File: config.mk
export PLATFORM = sky130hd
export DESIGN_NAME = xint_ctrl
export DESIGN_NICKNAME = d
export VERILOG_FILES = /design/src/rtl/xint_pkg.sv /design/src/rtl/xint_sync.sv /design/src/rtl/xint_decode.sv /design/src/rtl/xint_bank.sv /design/src/rtl/xint_ctrl.sv
export SDC_FILE = /design/constraint.sdc
export NUM_CORES = 1
export LEC_CHECK = 0
export CORE_ASPECT_RATIO = 0.5
export CORE_MARGIN = 10
export CORE_UTILIZATION = 51
export DETAILED_ROUTE_END_ITERATION = 8
export GPL_TIMING_DRIVEN = 0
export PLACE_DENSITY = 0.82
export SYNTH_ARGS = -nofsm -noshare
export SYNTH_HDL_FRONTEND = slang
export SYNTH_SLANG_ARGS = --single-unit
export TNS_END_PERCENT = 50
File: constraint.sdc
create_clock -name clk -period 2.6 [get_ports clk]
set_input_delay 0.39 -clock clk [delete_from_list [all_inputs] [get_ports clk]]
set_output_delay 0.39 -clock clk [all_outputs]
set_load 0.1 [all_outputs]
File: src/rtl/xint_pkg.sv
package xint_pkg;
   localparam int unsigned WORD_W = 32;
   localparam int unsigned NUM_BANKS = 2;

   typedef enum logic [2:0] {
      RG_ENABLE  = 3'd0,
      RG_EVENT   = 3'd1,
      RG_RISE    = 3'd2,
      RG_FALL    = 3'd3,
      RG_SWTRIG  = 3'd4,
      RG_PENDING = 3'd5
   } reg_sel_e;

   localparam logic [2:0] LAST_REG = 3'd5;
endpackage

File: src/rtl/xint_sync.sv
module xint_sync #(
   parameter int unsigned N      = 40,
   parameter int unsigned STAGES = 2
) (
   input  logic         clk,
   input  logic         rst_n,
   input  logic [N-1:0] din,
   output logic [N-1:0] rise,
   output logic [N-1:0] fall
);
   logic [N-1:0] chain [STAGES];
   logic [N-1:0] prev;

   always_ff @(posedge clk or negedge rst_n) begin
      if (!rst_n) begin
         for (int k = 0; k < STAGES; k++) chain[k] <= '0;
         prev <= '0;
      end else begin
         chain[0] <= din;
         for (int k = 1; k < STAGES; k++) chain[k] <= chain[k-1];
         prev <= chain[STAGES-1];
      end
   end

   assign rise = chain[STAGES-1] & ~prev;
   assign fall = ~chain[STAGES-1] & prev;
endmodule

File: src/rtl/xint_decode.sv
module xint_decode
   import xint_pkg::*;
#(
   parameter int unsigned ADDR_W = 10
) (
   input  logic [ADDR_W-1:0] addr,
   output logic              hit,
   output logic              bank,
   output reg_sel_e          sel
);
   logic aligned, in_window, known;

   always_comb begin
      aligned   = (addr[1:0] == 2'b00);
      in_window = (addr[ADDR_W-1:6] == '0);
      known     = (addr[4:2] <= LAST_REG);
      hit       = aligned && in_window && known;
      bank      = addr[5];
      sel       = reg_sel_e'(addr[4:2]);
   end
endmodule

File: src/rtl/xint_bank.sv
module xint_bank
   import xint_pkg::*;
#(
   parameter int unsigned W     = 32,
   parameter logic [31:0] FIXED = 32'h0
) (
   input  logic                clk,
   input  logic                rst_n,
   input  logic [W-1:0]        rise,
   input  logic [W-1:0]        fall,
   input  logic                wr_en,
   input  reg_sel_e            wr_sel,
   input  logic [W-1:0]        wr_data,
   input  reg_sel_e            rd_sel,
   output logic [WORD_W-1:0]   rd_data,
   output logic [W-1:0]        pulse,
   output logic                irq_req
);
   localparam logic [W-1:0] FIX = FIXED[W-1:0];
   localparam logic [W-1:0] CFG = ~FIX;

   logic [W-1:0] enable_q, event_q, rise_q, fall_q, swtrig_q, pend_q;
   logic [W-1:0] hw_hit, sw_hit, sw_val, clr, pend_d, swtrig_d;
   logic         sw_wr, pd_wr;

   always_comb begin
      sw_wr    = wr_en && (wr_sel == RG_SWTRIG);
      pd_wr    = wr_en && (wr_sel == RG_PENDING);
      hw_hit   = enable_q & ((rise & rise_q) | (fall & fall_q));
      sw_val   = wr_data & CFG;
      sw_hit   = sw_wr ? (sw_val & ~swtrig_q & enable_q & ~pend_q) : '0;
      clr      = pd_wr ? (pend_q & wr_data & CFG) : '0;
      pend_d   = (pend_q & ~clr) | hw_hit | sw_hit;
      swtrig_d = sw_wr ? sw_val : (swtrig_q & ~clr);
   end

   always_ff @(posedge clk or negedge rst_n) begin
      if (!rst_n) begin
         enable_q <= FIX;
         event_q  <= '0;
         rise_q   <= '0;
         fall_q   <= '0;
         swtrig_q <= '0;
         pend_q   <= '0;
         pulse    <= '0;
      end else begin
         if (wr_en && wr_sel == RG_ENABLE) enable_q <= wr_data;
         if (wr_en && wr_sel == RG_EVENT)  event_q  <= wr_data;
         if (wr_en && wr_sel == RG_RISE)   rise_q   <= wr_data & CFG;
         if (wr_en && wr_sel == RG_FALL)   fall_q   <= wr_data & CFG;
         swtrig_q <= swtrig_d;
         pend_q   <= pend_d;
         pulse    <= hw_hit | sw_hit;
      end
   end

   always_comb begin
      rd_data = '0;
      unique case (rd_sel)
         RG_ENABLE:  rd_data[W-1:0] = enable_q;
         RG_EVENT:   rd_data[W-1:0] = event_q;
         RG_RISE:    rd_data[W-1:0] = rise_q;
         RG_FALL:    rd_data[W-1:0] = fall_q;
         RG_SWTRIG:  rd_data[W-1:0] = swtrig_q;
         RG_PENDING: rd_data[W-1:0] = pend_q;
         default:    rd_data = '0;
      endcase
   end

   assign irq_req = |(pend_q & enable_q);
endmodule

File: src/rtl/xint_ctrl.sv
module xint_ctrl
   import xint_pkg::*;
#(
   parameter int unsigned LINES_A     = 32,
   parameter int unsigned LINES_B     = 8,
   parameter logic [31:0] FIXED_A     = 32'hFF82_0000,
   parameter logic [31:0] FIXED_B     = 32'h0000_0087,
   parameter int unsigned SYNC_STAGES = 2,
   parameter int unsigned ADDR_W      = 10,
   localparam int unsigned NUM_LINES  = LINES_A + LINES_B
) (
   input  logic                 clk,
   input  logic                 rst_n,
   input  logic [NUM_LINES-1:0] line_in,
   input  logic                 wr_en,
   input  logic [ADDR_W-1:0]    addr,
   input  logic [WORD_W-1:0]    wdata,
   output logic [WORD_W-1:0]    rdata,
   output logic [NUM_LINES-1:0] line_pulse,
   output logic                 irq_any
);
   if (LINES_A < 1 || LINES_A > WORD_W) begin : g_bad_a
      $error("xint_ctrl: LINES_A must be 1..32");
   end
   if (LINES_B < 1 || LINES_B > WORD_W) begin : g_bad_b
      $error("xint_ctrl: LINES_B must be 1..32");
   end
   if (SYNC_STAGES < 2) begin : g_bad_sync
      $error("xint_ctrl: SYNC_STAGES must be at least 2");
   end
   if (ADDR_W < 7) begin : g_bad_addr
      $error("xint_ctrl: ADDR_W must be at least 7");
   end

   logic [NUM_LINES-1:0] rise, fall;
   logic                 dec_hit, dec_bank;
   reg_sel_e             dec_sel;
   logic [WORD_W-1:0]    bank_rd [NUM_BANKS];
   logic [NUM_BANKS-1:0] bank_irq;

   xint_sync #(.N(NUM_LINES), .STAGES(SYNC_STAGES)) u_sync (
      .clk (clk), .rst_n(rst_n), .din(line_in), .rise(rise), .fall(fall)
   );

   xint_decode #(.ADDR_W(ADDR_W)) u_dec (
      .addr(addr), .hit(dec_hit), .bank(dec_bank), .sel(dec_sel)
   );

   for (genvar b = 0; b < NUM_BANKS; b++) begin : g_bank
      localparam int unsigned W   = (b == 0) ? LINES_A : LINES_B;
      localparam int unsigned LO  = (b == 0) ? 0 : LINES_A;
      localparam logic [31:0] FIX = (b == 0) ? FIXED_A : FIXED_B;
      logic bank_wr;

      assign bank_wr = wr_en && dec_hit && (dec_bank == b[0]);

      xint_bank #(.W(W), .FIXED(FIX)) u_bank (
         .clk    (clk),
         .rst_n  (rst_n),
         .rise   (rise[LO +: W]),
         .fall   (fall[LO +: W]),
         .wr_en  (bank_wr),
         .wr_sel (dec_sel),
         .wr_data(wdata[W-1:0]),
         .rd_sel (dec_sel),
         .rd_data(bank_rd[b]),
         .pulse  (line_pulse[LO +: W]),
         .irq_req(bank_irq[b])
      );
   end

   assign rdata   = dec_hit ? bank_rd[dec_bank] : '0;
   assign irq_any = |bank_irq;
endmodule

=== After elaboration in Yosys (flattened, before gate mapping) ===
Index checks and enable logic that the tools add are counted.

* Output and inout bits: 73
* Word-level logic and storage cells: 97
* Bits of input ports: 85
* Flip-flop bits (word level): 372

* Eq/ne operators: 5
* Multiplexer cells: 12
* Bitwise gates (word level): 40
* $lt $le $gt $ge: 2
* Reduce and logical (&&, ||, !) cells: 21

{| class="wikitable"
|+ Operators with widths
! cell !! count
|-
| bitwise AND 32 bit || 6
|-
| two-way mux 32 bit || 6
|-
| one-hot mux 32 bit (6 select lines) || 1
|-
| OR 32 bit || 4
|-
| NOT 32 bit || 3
|-
| bitwise AND 40 bit || 2
|-
| NOT 40 bit || 2
|-
| bitwise AND 32 x 23 -> 32 bit || 2
|-
| bitwise AND 8 bit || 6
|-
| one-hot mux 8 bit (6 select lines) || 1
|-
| OR reduction 40 bit || 1
|-
| bitwise AND 23 x 32 -> 32 bit || 1
|-
| OR 8 bit || 4
|-
| NOT 8 bit || 3
|-
| bitwise AND 23 bit || 1
|-
| two-way mux 23 bit || 1
|-
| logical AND 1 bit || 17
|-
| bitwise AND 8 x 7 -> 8 bit || 2
|-
| two-way mux 8 bit || 2
|-
| bitwise AND 7 x 8 -> 8 bit || 1
|-
| bitwise AND 7 bit || 1
|-
| two-way mux 7 bit || 1
|-
| equality test 3 x 2 -> 1 bit (second input constant) || 2
|-
| equality test 3 bit (second input constant) || 2
|-
| 8 further kinds || 8
|}

=== Logic depth before layout (Yosys ltp) ===
Gate-level depths: netlist of run 1.

* Depth in word-level cells: 11
* Mapped depth: 8
* Gate-level depth less buffers: 4

=== Cells and area by module ===
A second synthesis of run 1 with hierarchy kept.

* Cells, all modules: 1,155
* Area, all modules: 14,749.1 µm²

{| class="wikitable"
|+ By module, submodules not included
! module !! sequential area each (µm²) !! times used !! area each (µm²) !! cells an instance
|-
| xint_bank at g_bank[0].u_bank || 4,366.7 || 1 || 8,256.7 || 677
|-
| xint_sync || 3,002.9 || 1 || 3,703.6 || 200
|-
| xint_bank at g_bank[1].u_bank || 905.9 || 1 || 2,113.3 || 197
|-
| xint_ctrl || 0.0 || 1 || 623.1 || 75
|-
| xint_decode || 0.0 || 1 || 52.6 || 6
|}

=== Worst setup path before layout of run 1 ===
OpenSTA, ideal clock, no wires.

* Kind: input to output
* From: input port addr[2]
* To: output port rdata[3]
* Required time: 2,210 ps
* Stages: 6
* Path slack: -1,875 ps
* Arrival time: 4,085 ps
* Path buffers: 4
* Path through: clkbuf_1 clkbuf_1 clkbuf_1 clkbuf_1 a32oi_1 a311oi_1

* Longest elaborated chain between the ends: 6
* Elaborated cells between the ends (all ways): 14
* Those cells by class: order compare: 1; eq/ne: 5; mux: 6; reduce/logical: 2

{| class="wikitable"
|+ RTL lines
! what !! line !! text
|-
| start: declaration || xint_ctrl.sv:16 || <nowiki>input logic [ADDR_W-1:0] addr,</nowiki>
|-
| equality test 3 bit, or another cell as far along || xint_bank.sv:59 || <nowiki>unique case (rd_sel)</nowiki>
|-
| one-hot mux 8 bit (6 select lines) / one-hot mux 32 bit (6 select lines) (equally long branches) || xint_bank.sv:59 ||
|-
| two-way mux 32 bit (implied by the code) (3 in a row) || xint_ctrl.sv:72 || <nowiki>assign rdata = dec_hit ? bank_rd[dec_bank] : '0;</nowiki>
|-
| two-way mux 32 bit * || xint_ctrl.sv:72 ||
|-
| end: declaration || xint_ctrl.sv:18 || <nowiki>output logic [WORD_W-1:0] rdata,</nowiki>
|}

Every way passes the cells marked *; elsewhere a longest branch is shown, timed or not. The select of a mux whose other input is x is not followed.

=== Worst setup path in the final report of run 1 ===
* From: input port addr[5]
* To: output port rdata[2]

* Longest elaborated chain between the ends: 5

{| class="wikitable"
|+ RTL lines
! what !! line
|-
| NOT 1 -> 2 bit (implied by the code) || xint_ctrl.sv:72
|-
| two-way mux 32 bit (implied by the code) (3 in a row) || xint_ctrl.sv:72
|-
| two-way mux 32 bit || xint_ctrl.sv:72
|}

Every way passes these cells. The select of a mux whose other input is x is not followed.

==> results of run 1 <==
==> layout by cell type, fill, tap and decap left out, drive strengths merged, types with 5 or more instances in the layout <==
master and n:
dfrtp 274, mux2 150, buf 94, clkdlybuf4s50 82
clkbuf 74, nand2 71, nor2 37, o21ai 34
a22oi 33, a21o 32, nand3 31, nand3b 31
mux2i 23, a32o 22, nor3b 22, a31o 18
and2 17, conb 14, dfstp 14, a21oi 14
mux4 9, a22o 8, inv 8, a221oi 8
nor3 8, a311oi 6, o22a 5, nor4 5
==> power breakdown <==
group | switching (mW) | leakage [nW] | internal (mW) | total (mW)
sequential | 0.0604 | 3.74 | 4.57 | 4.63
combinational | 0.429 | 3.14 | 0.238 | 0.668
clock | 1.73 | 0.450 | 2.42 | 4.15
total | 2.22 | 7.33 | 7.23 | 9.45
==> worst min-delay path, stage by stage <==
cell and delay [ns]:
sky130_fd_sc_hd__clkbuf_1 0.18, sky130_fd_sc_hd__nand2_1 0.10, sky130_fd_sc_hd__a21o_1 0.11
==> how the worst min path moves through the flow <==
| stage | from | slack (ns) | cells past startpoint | end |
|---|---|---|---|---|
| 3_3_place_gp | u_sync.chain[45] | 0.33 | 0 | u_sync.chain[5] |
| 2_1_floorplan | rst_n | 0.09 | 0 | g_bank[0].u_bank.enable_q[0] |
| 4_1_cts | wdata[0] | 0.26 | 3 | g_bank[0].u_bank.pend_q[0] |
| 3_5_place_dp | u_sync.chain[56] | 0.33 | 0 | u_sync.chain[16] |
| 6_report | wdata[7] | 0.27 | 3 | g_bank[0].u_bank.pend_q[7] |
| 5_1_grt | line_in[11] | 0.26 | 1 | u_sync.chain[51] |
==> timing repair <==
item | 4_1_cts | 5_1_grt
hold buffers | 1 | 0
setup endpoints to repair | 147 | 51
gates cloned | 2 | 0
gates resized for setup | 338 | 26
pin swaps | 8 | 2
endpoints found under the hold margin | 78 | 0
setup buffers | 11 | 0
==> cell families (layout without fill, tap and decap cells) <==
logic type | after synthesis | after routing | synth area share
AOI/OAI and AO/OA | 200 | 200 | 0.119
buffers and inverters | 82 | 270 | 0.0304
DFF | 288 | 288 | 0.574
muxes | 182 | 182 | 0.169
other | 1 | 15 | 0.000298
and+or+nand+nor | 245 | 245 | 0.107
==> state kept, by name, indices dropped and copies added, names as in the netlist <==
signal                  count
g_bank.u_bank.enable_q     40
g_bank.u_bank.event_q      40
g_bank.u_bank.fall_q       26
g_bank.u_bank.pend_q       26
g_bank.u_bank.pulse        26
g_bank.u_bank.rise_q       26
g_bank.u_bank.swtrig_q     26
u_sync.chain               52
u_sync.prev                26
==> routing by layer <==
layer / vias to the layer above / wire [um]
met5: - / 0
met4: 0 / 1500
met3: 107 / 3540
met2: 481 / 18000
met1: 4847 / 15000
li1: 4027 / -
==> layout make-up <==
| type | count | area [um^2] |
|---|---|---|
| Fill cell | 1695 | 7910 |
| Buffer | 72 | 558 |
| Tap cell | 336 | 420 |
| Clock inverter | 6 | 111 |
| Sequential cell | 288 | 7230 |
| Timing Repair Buffer | 140 | 1620 |
| Inverter | 9 | 40.0 |
| Antenna cell | 1 | 2.50 |
| Multi-Input combinational cell | 641 | 5430 |
| Clock buffer | 43 | 806 |
==> through the flow <==
step                      setup WS, ns  instance area (um^2)
after global placement          -10.60                 14700
after detailed placement         -2.07                 14700
final                          -0.0209                 16200
after CTS                      -0.0188                 16100
after global routing           -0.0426                 16200
after floorplan                 -0.213                 13000
==> load_flow_metrics.sql, run 1 <==
INSERT INTO impl_metrics (metric_group, metric, value, unit) VALUES
('worst_setup_path', 'timing.critical_path.to_type', 'primary output', ''),
('final_layout', 'flow.area_growth_from_synthesis', '28.9', '%'),
('detailed_routing', 'wire_per_inst', '24.8', 'um'),
('worst_setup_path', 'path_class', 'in -> out', ''),
('worst_setup_path', 'setup.reg_to_reg.worst_slack', '1.35', 'ns'),
('final_layout', 'count_of_nets_after_finishing', '1264', ''),
('yosys', 'synth-async-reset-ratio', '1.00', ''),
('clock_tree', 'clk_pin_slew_worst_paths', '0.06', 'ns'),
('floorplan', 'core_area', '0.0241', 'mm^2'),
('worst_setup_path', 'critical_path_required', '2.21', 'ns'),
('placement', 'place_congestion', '0.888', ''),
('final_layout', 'layoutNonFillerInstCount', '1536', ''),
('worst_setup_path', 'endpoint', 'rdata[2]', ''),
('detailed_routing', 'drt_iter0_drc', '1008', ''),
('worst_setup_path', 'rr_endpoint', 'g_bank[0].u_bank.pend_q[15]', ''),
('detailed_routing', 'vias_per_cell', '6.16', ''),
('worst_setup_path', 'worst_r2r_path_depth', '3', ''),
('placement', 'place.port_buffers', '124', ''),
('yosys', 'yosys-top-cells-count', 'sky130_fd_sc_hd__dfrtp_1 (274), sky130_fd_sc_hd__mux2_2 (150), sky130_fd_sc_hd__nand2_1 (71)', ''),
('detailed_routing', 'drt-pass1-iter-count', '5', ''),
('timing', 'max_slew_margin', '0.324', ''),
('global_route', 'maximum_number_of_pins_on_one_net_before_global_route_repair', '120', ''),
('timing', 'drv_slew', '0', ''),
('power', 'irDropWorstVdd', '0.467', 'mV'),
('global_route', 'grt_first_pass_wirelength', '57.9', 'mm'),
('global_route', 'grtUsageMet1', '0.294', ''),
('yosys', 'number_of_distinct_library_cells_after_synthesis', '58', ''),
('floorplan', 'die_y', '131', 'um'),
('hold_path', 'hold_class', 'in -> reg', ''),
('yosys', 'mean_instance_size_in_the_synthesized_netlist', '12.6', 'um^2'),
('worst_setup_path', 'critical_path_buf_inv_count', '3', ''),
('yosys', 'synth_seq_area_share', '0.574', ''),
('floorplan', 'design.die.area', '0.0317', 'mm^2'),
('worst_setup_path', 'worst_r2r_startpoint', 'g_bank[0].u_bank.enable_q[15]', ''),
('status', 'failing_checks', 'negative setup slack', ''),
('clock_tree', 'clk-insertion-delay-late', '0.55', 'ns'),
('timing', 'timing.final.setup_violations', '5', ''),
('timing', 'finalHoldViolations', '0', ''),
('clock_tree', 'clock_tree.buffer_depth', '3', ''),
('worst_setup_path', 'maximum_fanout_along_the_worst_path', '10', ''),
('power', 'power_density_of_the_placed_cells', '583', 'mW/mm^2'),
('clock_tree', 'cts_sinks', '288', ''),
('yosys', 'number_of_flops_mapped_to_enable_cells_by_yosys', '0', ''),
('global_route', 'grt-ovfl-total', '0', ''),
('clock_tree', 'numCtsBuffers', '27', ''),
('status', 'status', 'finished, violations left', ''),
('detailed_routing', 'drt_wl_total', '38.1', 'mm'),
('timing', 'timing.final.crit_share', '1.01', ''),
('timing', 'transition_at_the_pin_with_the_smallest_max_transition_slack', '1.01', 'ns'),
('floorplan', 'initial_core_util', '0.522', ''),
('timing', 'final.setup.worst_slack', '-0.0209', 'ns'),
('detailed_routing', 'drc', '0', ''),
('worst_setup_path', 'timing.critical_path.from', 'addr[5]', ''),
('placement', 'hpwl', '25.3', 'mm'),
('timing', 'hold_ws', '0.271', 'ns'),
('global_route', 'number_of_antenna_violations_at_the_first_check_in_global_routing', '0', ''),
('flow_run', 'cap_violations', '0', ''),
('worst_setup_path', 'worst-path-stages', '5', ''),
('power', 'power.leakage', '7.33', 'nW'),
('timing', 'rsz_0062_raised_after_global_routing', 'true', ''),
('yosys', 'synth.most_common_cell', 'sky130_fd_sc_hd__dfrtp_1', ''),
('final_layout', 'final_core_util', '0.672', ''),
('timing', 'max_freq', '0.382', 'GHz'),
('global_route', 'track_usage', '0.236', ''),
('worst_setup_path', 'cpLargestDelayFamily', 'buffers and inverters', ''),
('worst_setup_path', 'critical_path_arrival', '2.23', 'ns'),
('placement', 'dpl.cell_count', '1473', ''),
('global_route', 'grt_use_met2', '0.393', ''),
('yosys', 'post_synth_inst_count', '998', ''),
('clock_tree', 'ctsRootBufferMaster', 'sky130_fd_sc_hd__clkbuf_16', ''),
('yosys', 'synth_top_cells_by_area', 'sky130_fd_sc_hd__dfrtp_1 (54%), sky130_fd_sc_hd__mux2_2 (13%), sky130_fd_sc_hd__dfstp_2 (2.9%)', '');
Note: power is estimated with default switching activity, not from simulation.
==> run 2, diff against run 1 <==
--- a/config.mk
+++ b/config.mk
@@ -8,6 +8,7 @@
 export CORE_ASPECT_RATIO = 0.5
 export CORE_MARGIN = 10
 export CORE_UTILIZATION = 51
+export CTS_CLUSTER_DIAMETER = 80
 export DETAILED_ROUTE_END_ITERATION = 8
 export GPL_TIMING_DRIVEN = 0
 export PLACE_DENSITY = 0.82
==> results of run 2 <==
Final layout, timing and power as in run 1 (identical DEF).
